<file path="src/rtl/swctl_pkg.sv">
package swctl_pkg;
    typedef enum logic [2:0] {
        ST_IDLE,
        ST_ADDR,
        ST_ADDR_ACK,
        ST_WR_DATA,
        ST_WR_ACK,
        ST_RD_DATA,
        ST_RD_ACK,
        ST_IGNORE
    } swctl_state_e;
endpackage

</file>
<file path="src/rtl/swctl_sync.sv">
module swctl_sync #(
    parameter int STAGES = 2
) (
    input  logic clk,
    input  logic rst_n,
    input  logic din,
    output logic dout
);
    logic [STAGES-1:0] chain_q;

    always_ff @(posedge clk or negedge rst_n) begin
        if (!rst_n) chain_q <= '1;
        else        chain_q <= {chain_q[STAGES-2:0], din};
    end

    assign dout = chain_q[STAGES-1];
endmodule

</file>
<file path="src/rtl/swctl_proto.sv">
module swctl_proto
    import swctl_pkg::*;
#(
    parameter int           AHI_W   = 5,
    parameter logic [AHI_W-1:0] ADDR_HI = 5'b10011,
    parameter int           NCH     = 8
) (
    input  logic           clk,
    input  logic           rst_n,
    input  logic           scl_s,
    input  logic           sda_s,
    input  logic [1:0]     strap_i,
    output logic           pull_o,
    output logic [NCH-1:0] reg_o
);
    localparam int CW = $clog2(NCH + 1);

    swctl_state_e   state_q, state_d;
    logic           scl_q, sda_q;
    logic [CW-1:0]  cnt_q;
    logic [NCH-1:0] sh_q, tx_q, reg_q;
    logic           pull_q;

    always_ff @(posedge clk or negedge rst_n) begin
        if (!rst_n) begin
            scl_q <= 1'b1;
            sda_q <= 1'b1;
        end else begin
            scl_q <= scl_s;
            sda_q <= sda_s;
        end
    end

    logic scl_rise, scl_fall, start_det, stop_det, byte_done, addr_hit;
    assign scl_rise  = scl_s & ~scl_q;
    assign scl_fall  = ~scl_s & scl_q;
    assign start_det = scl_s & scl_q & sda_q & ~sda_s;
    assign stop_det  = scl_s & scl_q & ~sda_q & sda_s;
    assign byte_done = (cnt_q == CW'(NCH));
    assign addr_hit  = (sh_q[NCH-1:1] == {ADDR_HI, strap_i});

    // next-state logic
    always_comb begin
        state_d = state_q;
        if (start_det)
            state_d = ST_ADDR;
        else if (stop_det)
            state_d = ST_IDLE;
        else begin
            unique case (state_q)
                ST_IDLE, ST_IGNORE: state_d = state_q;
                ST_ADDR:     if (scl_fall && byte_done) state_d = addr_hit ? ST_ADDR_ACK : ST_IGNORE;
                ST_ADDR_ACK: if (scl_fall) state_d = sh_q[0] ? ST_RD_DATA : ST_WR_DATA;
                ST_WR_DATA:  if (scl_fall && byte_done) state_d = ST_WR_ACK;
                ST_WR_ACK:   if (scl_fall) state_d = ST_IGNORE;
                ST_RD_DATA:  if (scl_fall && byte_done) state_d = ST_RD_ACK;
                ST_RD_ACK:   if (scl_rise) state_d = ST_IGNORE;
                default:     state_d = ST_IDLE;
            endcase
        end
    end

    // state register
    always_ff @(posedge clk or negedge rst_n) begin
        if (!rst_n) state_q <= ST_IDLE;
        else        state_q <= state_d;
    end

    // datapath and outputs
    always_ff @(posedge clk or negedge rst_n) begin
        if (!rst_n) begin
            cnt_q  <= '0;
            sh_q   <= '0;
            tx_q   <= '0;
            reg_q  <= '0;
            pull_q <= 1'b0;
        end else if (start_det || stop_det) begin
            cnt_q  <= '0;
            pull_q <= 1'b0;
        end else begin
            unique case (state_q)
                ST_ADDR, ST_WR_DATA: begin
                    if (scl_rise) begin
                        sh_q  <= {sh_q[NCH-2:0], sda_s};
                        cnt_q <= cnt_q + 1'b1;
                    end
                    if (scl_fall && byte_done) begin
                        cnt_q  <= '0;
                        pull_q <= (state_q == ST_WR_DATA) || addr_hit;
                    end
                end
                ST_ADDR_ACK: begin
                    if (scl_fall) begin
                        if (sh_q[0]) begin
                            tx_q   <= reg_q;
                            pull_q <= ~reg_q[NCH-1];
                        end else begin
                            pull_q <= 1'b0;
                        end
                    end
                end
                ST_WR_ACK: begin
                    if (scl_fall) begin
                        reg_q  <= sh_q;
                        pull_q <= 1'b0;
                    end
                end
                ST_RD_DATA: begin
                    if (scl_rise) cnt_q <= cnt_q + 1'b1;
                    if (scl_fall) begin
                        if (byte_done) begin
                            cnt_q  <= '0;
                            pull_q <= 1'b0;
                        end else begin
                            tx_q   <= {tx_q[NCH-2:0], 1'b0};
                            pull_q <= ~tx_q[NCH-2];
                        end
                    end
                end
                ST_IDLE, ST_RD_ACK, ST_IGNORE: cnt_q <= cnt_q;
                default: cnt_q <= '0;
            endcase
        end
    end

    assign pull_o = pull_q;
    assign reg_o  = reg_q;

    // pull-down moves only after SCL was seen low
    p_pull_scl_low_r9: assert property (@(posedge clk) disable iff (!rst_n)
        !$stable(pull_q) |-> !$past(scl_s));

    // register changes only out of the write acknowledge state
    p_commit_after_ack_r6: assert property (@(posedge clk) disable iff (!rst_n)
        !$stable(reg_q) |-> ($past(state_q) == ST_WR_ACK));

    // no pull while ignoring or idle
    p_quiet_ignore_r4: assert property (@(posedge clk) disable iff (!rst_n)
        (state_q == ST_IGNORE || state_q == ST_IDLE) |-> !pull_q);

    // a START always restarts the address phase
    p_start_restart_r8: assert property (@(posedge clk) disable iff (!rst_n)
        start_det |=> (state_q == ST_ADDR && cnt_q == '0));

    // bit counter never passes one byte
    p_cnt_bound_r3: assert property (@(posedge clk) disable iff (!rst_n)
        cnt_q <= CW'(NCH));
endmodule

</file>
<file path="src/rtl/swctl_i2c_target.sv">
module swctl_i2c_target #(
    parameter int               AHI_W       = 5,
    parameter logic [AHI_W-1:0] ADDR_HI     = 5'b10011,
    parameter int               NCH         = 8,
    parameter int               SYNC_STAGES = 2
) (
    input  logic           clk,
    input  logic           rst_n,
    input  logic           scl_i,
    input  logic           sda_i,
    input  logic [1:0]     strap_i,
    output logic           sda_pull_o,
    output logic [NCH-1:0] sw_en_o
);
    logic [1:0] raw_w, syn_w;
    assign raw_w = {sda_i, scl_i};

    for (genvar g = 0; g < 2; g++) begin : g_sync
        swctl_sync #(.STAGES(SYNC_STAGES)) sync_i (
            .clk  (clk),
            .rst_n(rst_n),
            .din  (raw_w[g]),
            .dout (syn_w[g])
        );
    end

    swctl_proto #(
        .AHI_W  (AHI_W),
        .ADDR_HI(ADDR_HI),
        .NCH    (NCH)
    ) proto_i (
        .clk    (clk),
        .rst_n  (rst_n),
        .scl_s  (syn_w[0]),
        .sda_s  (syn_w[1]),
        .strap_i(strap_i),
        .pull_o (sda_pull_o),
        .reg_o  (sw_en_o)
    );
endmodule

</file>
<file path="config.mk">
export PLATFORM = sky130hd
export DESIGN_NAME = swctl_i2c_target
export DESIGN_NICKNAME = d
export VERILOG_FILES = /design/src/rtl/swctl_pkg.sv /design/src/rtl/swctl_sync.sv /design/src/rtl/swctl_proto.sv /design/src/rtl/swctl_i2c_target.sv
export SDC_FILE = /design/constraint.sdc
export NUM_CORES = 1
export LEC_CHECK = 0
export CAP_MARGIN = 20
export CORE_ASPECT_RATIO = 0.7
export CORE_MARGIN = 5
export CORE_UTILIZATION = 57
export CTS_CLUSTER_SIZE = 10
export DETAILED_ROUTE_END_ITERATION = 7
export PLACE_DENSITY = 0.88
export SLEW_MARGIN = 20
export SYNTH_ARGS = -nofsm -noshare
export SYNTH_HDL_FRONTEND = slang
export SYNTH_SLANG_ARGS = --single-unit
</file>
<file path="constraint.sdc">
create_clock -name clk -period 1.95 [get_ports clk]
set_input_delay 0.39 -clock clk [delete_from_list [all_inputs] [get_ports clk]]
set_output_delay 0.39 -clock clk [all_outputs]
set_load 0.005 [all_outputs]
</file>
==> run summary <==
DR pass1 iterations - 4
Area delta synth->final - 13.7%
TNS Setup - 0 ps
Slew HR - 69.6%
Post-layout util - 67.5%
Synth Cell Area - 1870 um^2
First-pass GRT wire length - 6.04 mm
Worst Setup Path Type - flop to flop
Syn_area_per_cell - 12.5 um^2
Layout cells sized above 1 - 36.7%
Hold WC Path Type - flop to flop
Post-CTS sizing - 0
Syn. warnings - 0
Top cells by count, synth - 31 x dfrtp_1, 29 x mux2_2, 7 x o21ai_0
Post-CTS setup buffers - 0
Via count - 1243
Endpoints failing setup - 0
Worst slew pin tran - 457 ps
CTS H-tree lvls - 2
Fmax - 569 MHz
Cell variety after synth - 51
Syn Inst Count - 149
Largest area contributor in the netlist - dfrtp_1
Die area - 4540 um^2
Initial Utilization - 59.3%
Filler cells - 222
Antenna-violating nets left - 0
Sequential area share after synthesis - 50.0%
Antenna cells - 0
Count leader, synth - dfrtp_1
DRT iter0 DRCs - 115
Residual DRC count - 0
Cell Pwr Density - 1050 nW/um^2
Initial antenna violation count - 0
Unrepaired setup endpoints after global routing - no
Final HPWL DP - 2.64 mm
Hold WS - 358 ps
#FFs+latches synth - 37
Kind of end point of the critical path - flop
Chip width - 78.4 um
CP Data Arrival Time - 1930 ps
Routed wire length per instance - 17.5 um
Main flop type after synthesis - dfrtp_1
Final WS setup - 193 ps
Worst setup SP type - flop
CTS tree - done
Largest net degree at the start of global routing - 38
CP required - 2130 ps
Sink Count - 37
Cts bufs inserted - 5
Chip height - 57.9 um
VDD IR max - 0.757 mV
Slew Limit Fails - 0
Status - complete, no violations
Pre-CTS setup slack - 159 ps
Mapped Nets - 157
Vias in the first global route - 1204
Total GRT Usage - 17.6%
Leakage - 0.000929 uW
Final nets - 176
Final Hold Fails - 0
Via density - 6.00
Reg clk slew, reported paths - 70 ps
FFs w/ async S/R, synth - 100%
EDFF count, synth - 0
CTS max path bufs - 2
Final Wtd Congestion - 0.860
Hold-fix buffers, CTS - 0
Ports - 15
Total gr overflow - 0
Fin crit period - 1760 ps
Port Buf Inserts - 14
Core area - 3150 um^2
Synth top area cells - dfrtp_1 42%, mux2_2 17%, dfstp_2 8.4%
Period utilization - 90.1%
CTS Root Cell - clkbuf_8
Rows - 17
Clk Latency, worst-skew pair - 290 ps
Final Skew - 5.92 ps
Max-Cap Viols - 0
Share of Yosys cell area claimed by the top area cell type - 41.5%
Crit-path max FO - 11
DRT Wirelength - 3.62 mm
worst paths after layout:
kind	slack (ps)	depth (start not counted)	to	start
worst max-delay path	190	4	proto_i.tx_q[2]$_DFFE_PN0P_	proto_i.state_q[1]$_DFFE_PN0P_
worst min-delay path	360	0	g_sync[0].sync_i.chain_q[1]$_DFF_PN1_	g_sync[0].sync_i.chain_q[0]$_DFF_PN1_
worst max register to register	190	4	proto_i.tx_q[2]$_DFFE_PN0P_	proto_i.state_q[1]$_DFFE_PN0P_
worst min register to register	360	0	g_sync[0].sync_i.chain_q[1]$_DFF_PN1_	g_sync[0].sync_i.chain_q[0]$_DFF_PN1_
max in group asynchronous	1090	2	proto_i.scl_q$_DFF_PN1_	rst_n
min in group asynchronous	510	2	proto_i.sh_q[1]$_DFFE_PN0P_	rst_n
state kept, by name (all words and copies together), names as in the netlist:
| signal | flops |
|---|---|
| proto_i.scl_q | 1 |
| proto_i.sh_q | 8 |
| proto_i.reg_o | 8 |
| g_sync.sync_i.chain_q | 4 |
| proto_i.pull_o | 1 |
| proto_i.state_q | 3 |
| proto_i.tx_q | 7 |
| proto_i.cnt_q | 4 |
| proto_i.sda_q | 1 |
cells in the final DEF (no fill, tap or decap), types with 2 or more instances in the layout:
| cell type | n |
|---|---|
| ha_1 | 2 |
| nor2b_4 | 2 |
| mux2i_1 | 2 |
| dfrtp_1 | 31 |
| clkdlybuf4s50_1 | 14 |
| and3_2 | 3 |
| inv_1 | 6 |
| clkbuf_8 | 6 |
| o21ai_0 | 7 |
| nand4_1 | 2 |
| buf_4 | 3 |
| dfstp_2 | 6 |
| nor2_1 | 5 |
| mux2_2 | 29 |
| a21oi_1 | 3 |
| nand3_1 | 5 |
| nand2_1 | 4 |
| xnor2_1 | 3 |
cells by family after synthesis:
group	count (synthesis)	share of synthesized area, %
xor gates and xnor gates	5	2.75
AOI/OAI and AO/OA	24	9.38
buffers and inverters	12	4.22
and+or+nand+nor	38	13.8
muxes	31	18.6
adders and majority gates	2	1.34
DFF	37	50.0
critical path, stage by stage, from the launching register on:
cell     delay [ps]
dfrtp_1         610
nor3b_1         290
a32oi_1         140
nor2_4          230
mux2_2          370
cell type report:
cell class	instances	area, um^2	share of cell area [%]
repair buffers	17	163	7.66
clock buffers	6	82.6	3.89
multi-input cells	100	856	40.3
inverters	7	28.8	1.35
well taps	38	47.5	2.24
flip-flops and latches	37	933	43.9
clock inverters	2	13.8	0.648
layer usage:
| metal | GRT usage [%] | up-vias | wire length, um |
|---|---|---|---|
| met5 | 0 | - | 0 |
| met4 | 3.74 | 0 | 27 |
| met3 | 6.06 | 4 | 184 |
| met2 | 26.0 | 38 | 1650 |
| met1 | 25.4 | 623 | 1760 |
| li1 | - | 578 | - |
power by group:
group | internal [uW] | total [uW] | switching (uW) | leakage (uW)
registers | 870 | 1060 | 189 | 0.000481
clock network | 286 | 561 | 275 | 0.0000512
logic | 327 | 609 | 282 | 0.000397
metrics by stage:
stage / instance area (um^2) / cells / power [uW]
2_1_floorplan: 1870 / 149 / 1520
3_3_place_gp: 2030 / 199 / 1630
3_5_place_dp: 2030 / 199 / 1670
4_1_cts: 2120 / 207 / 2230
5_1_grt: 2120 / 207 / 2350
6_report: 2120 / 207 / 2230
(Power assumes the default switching activity.)
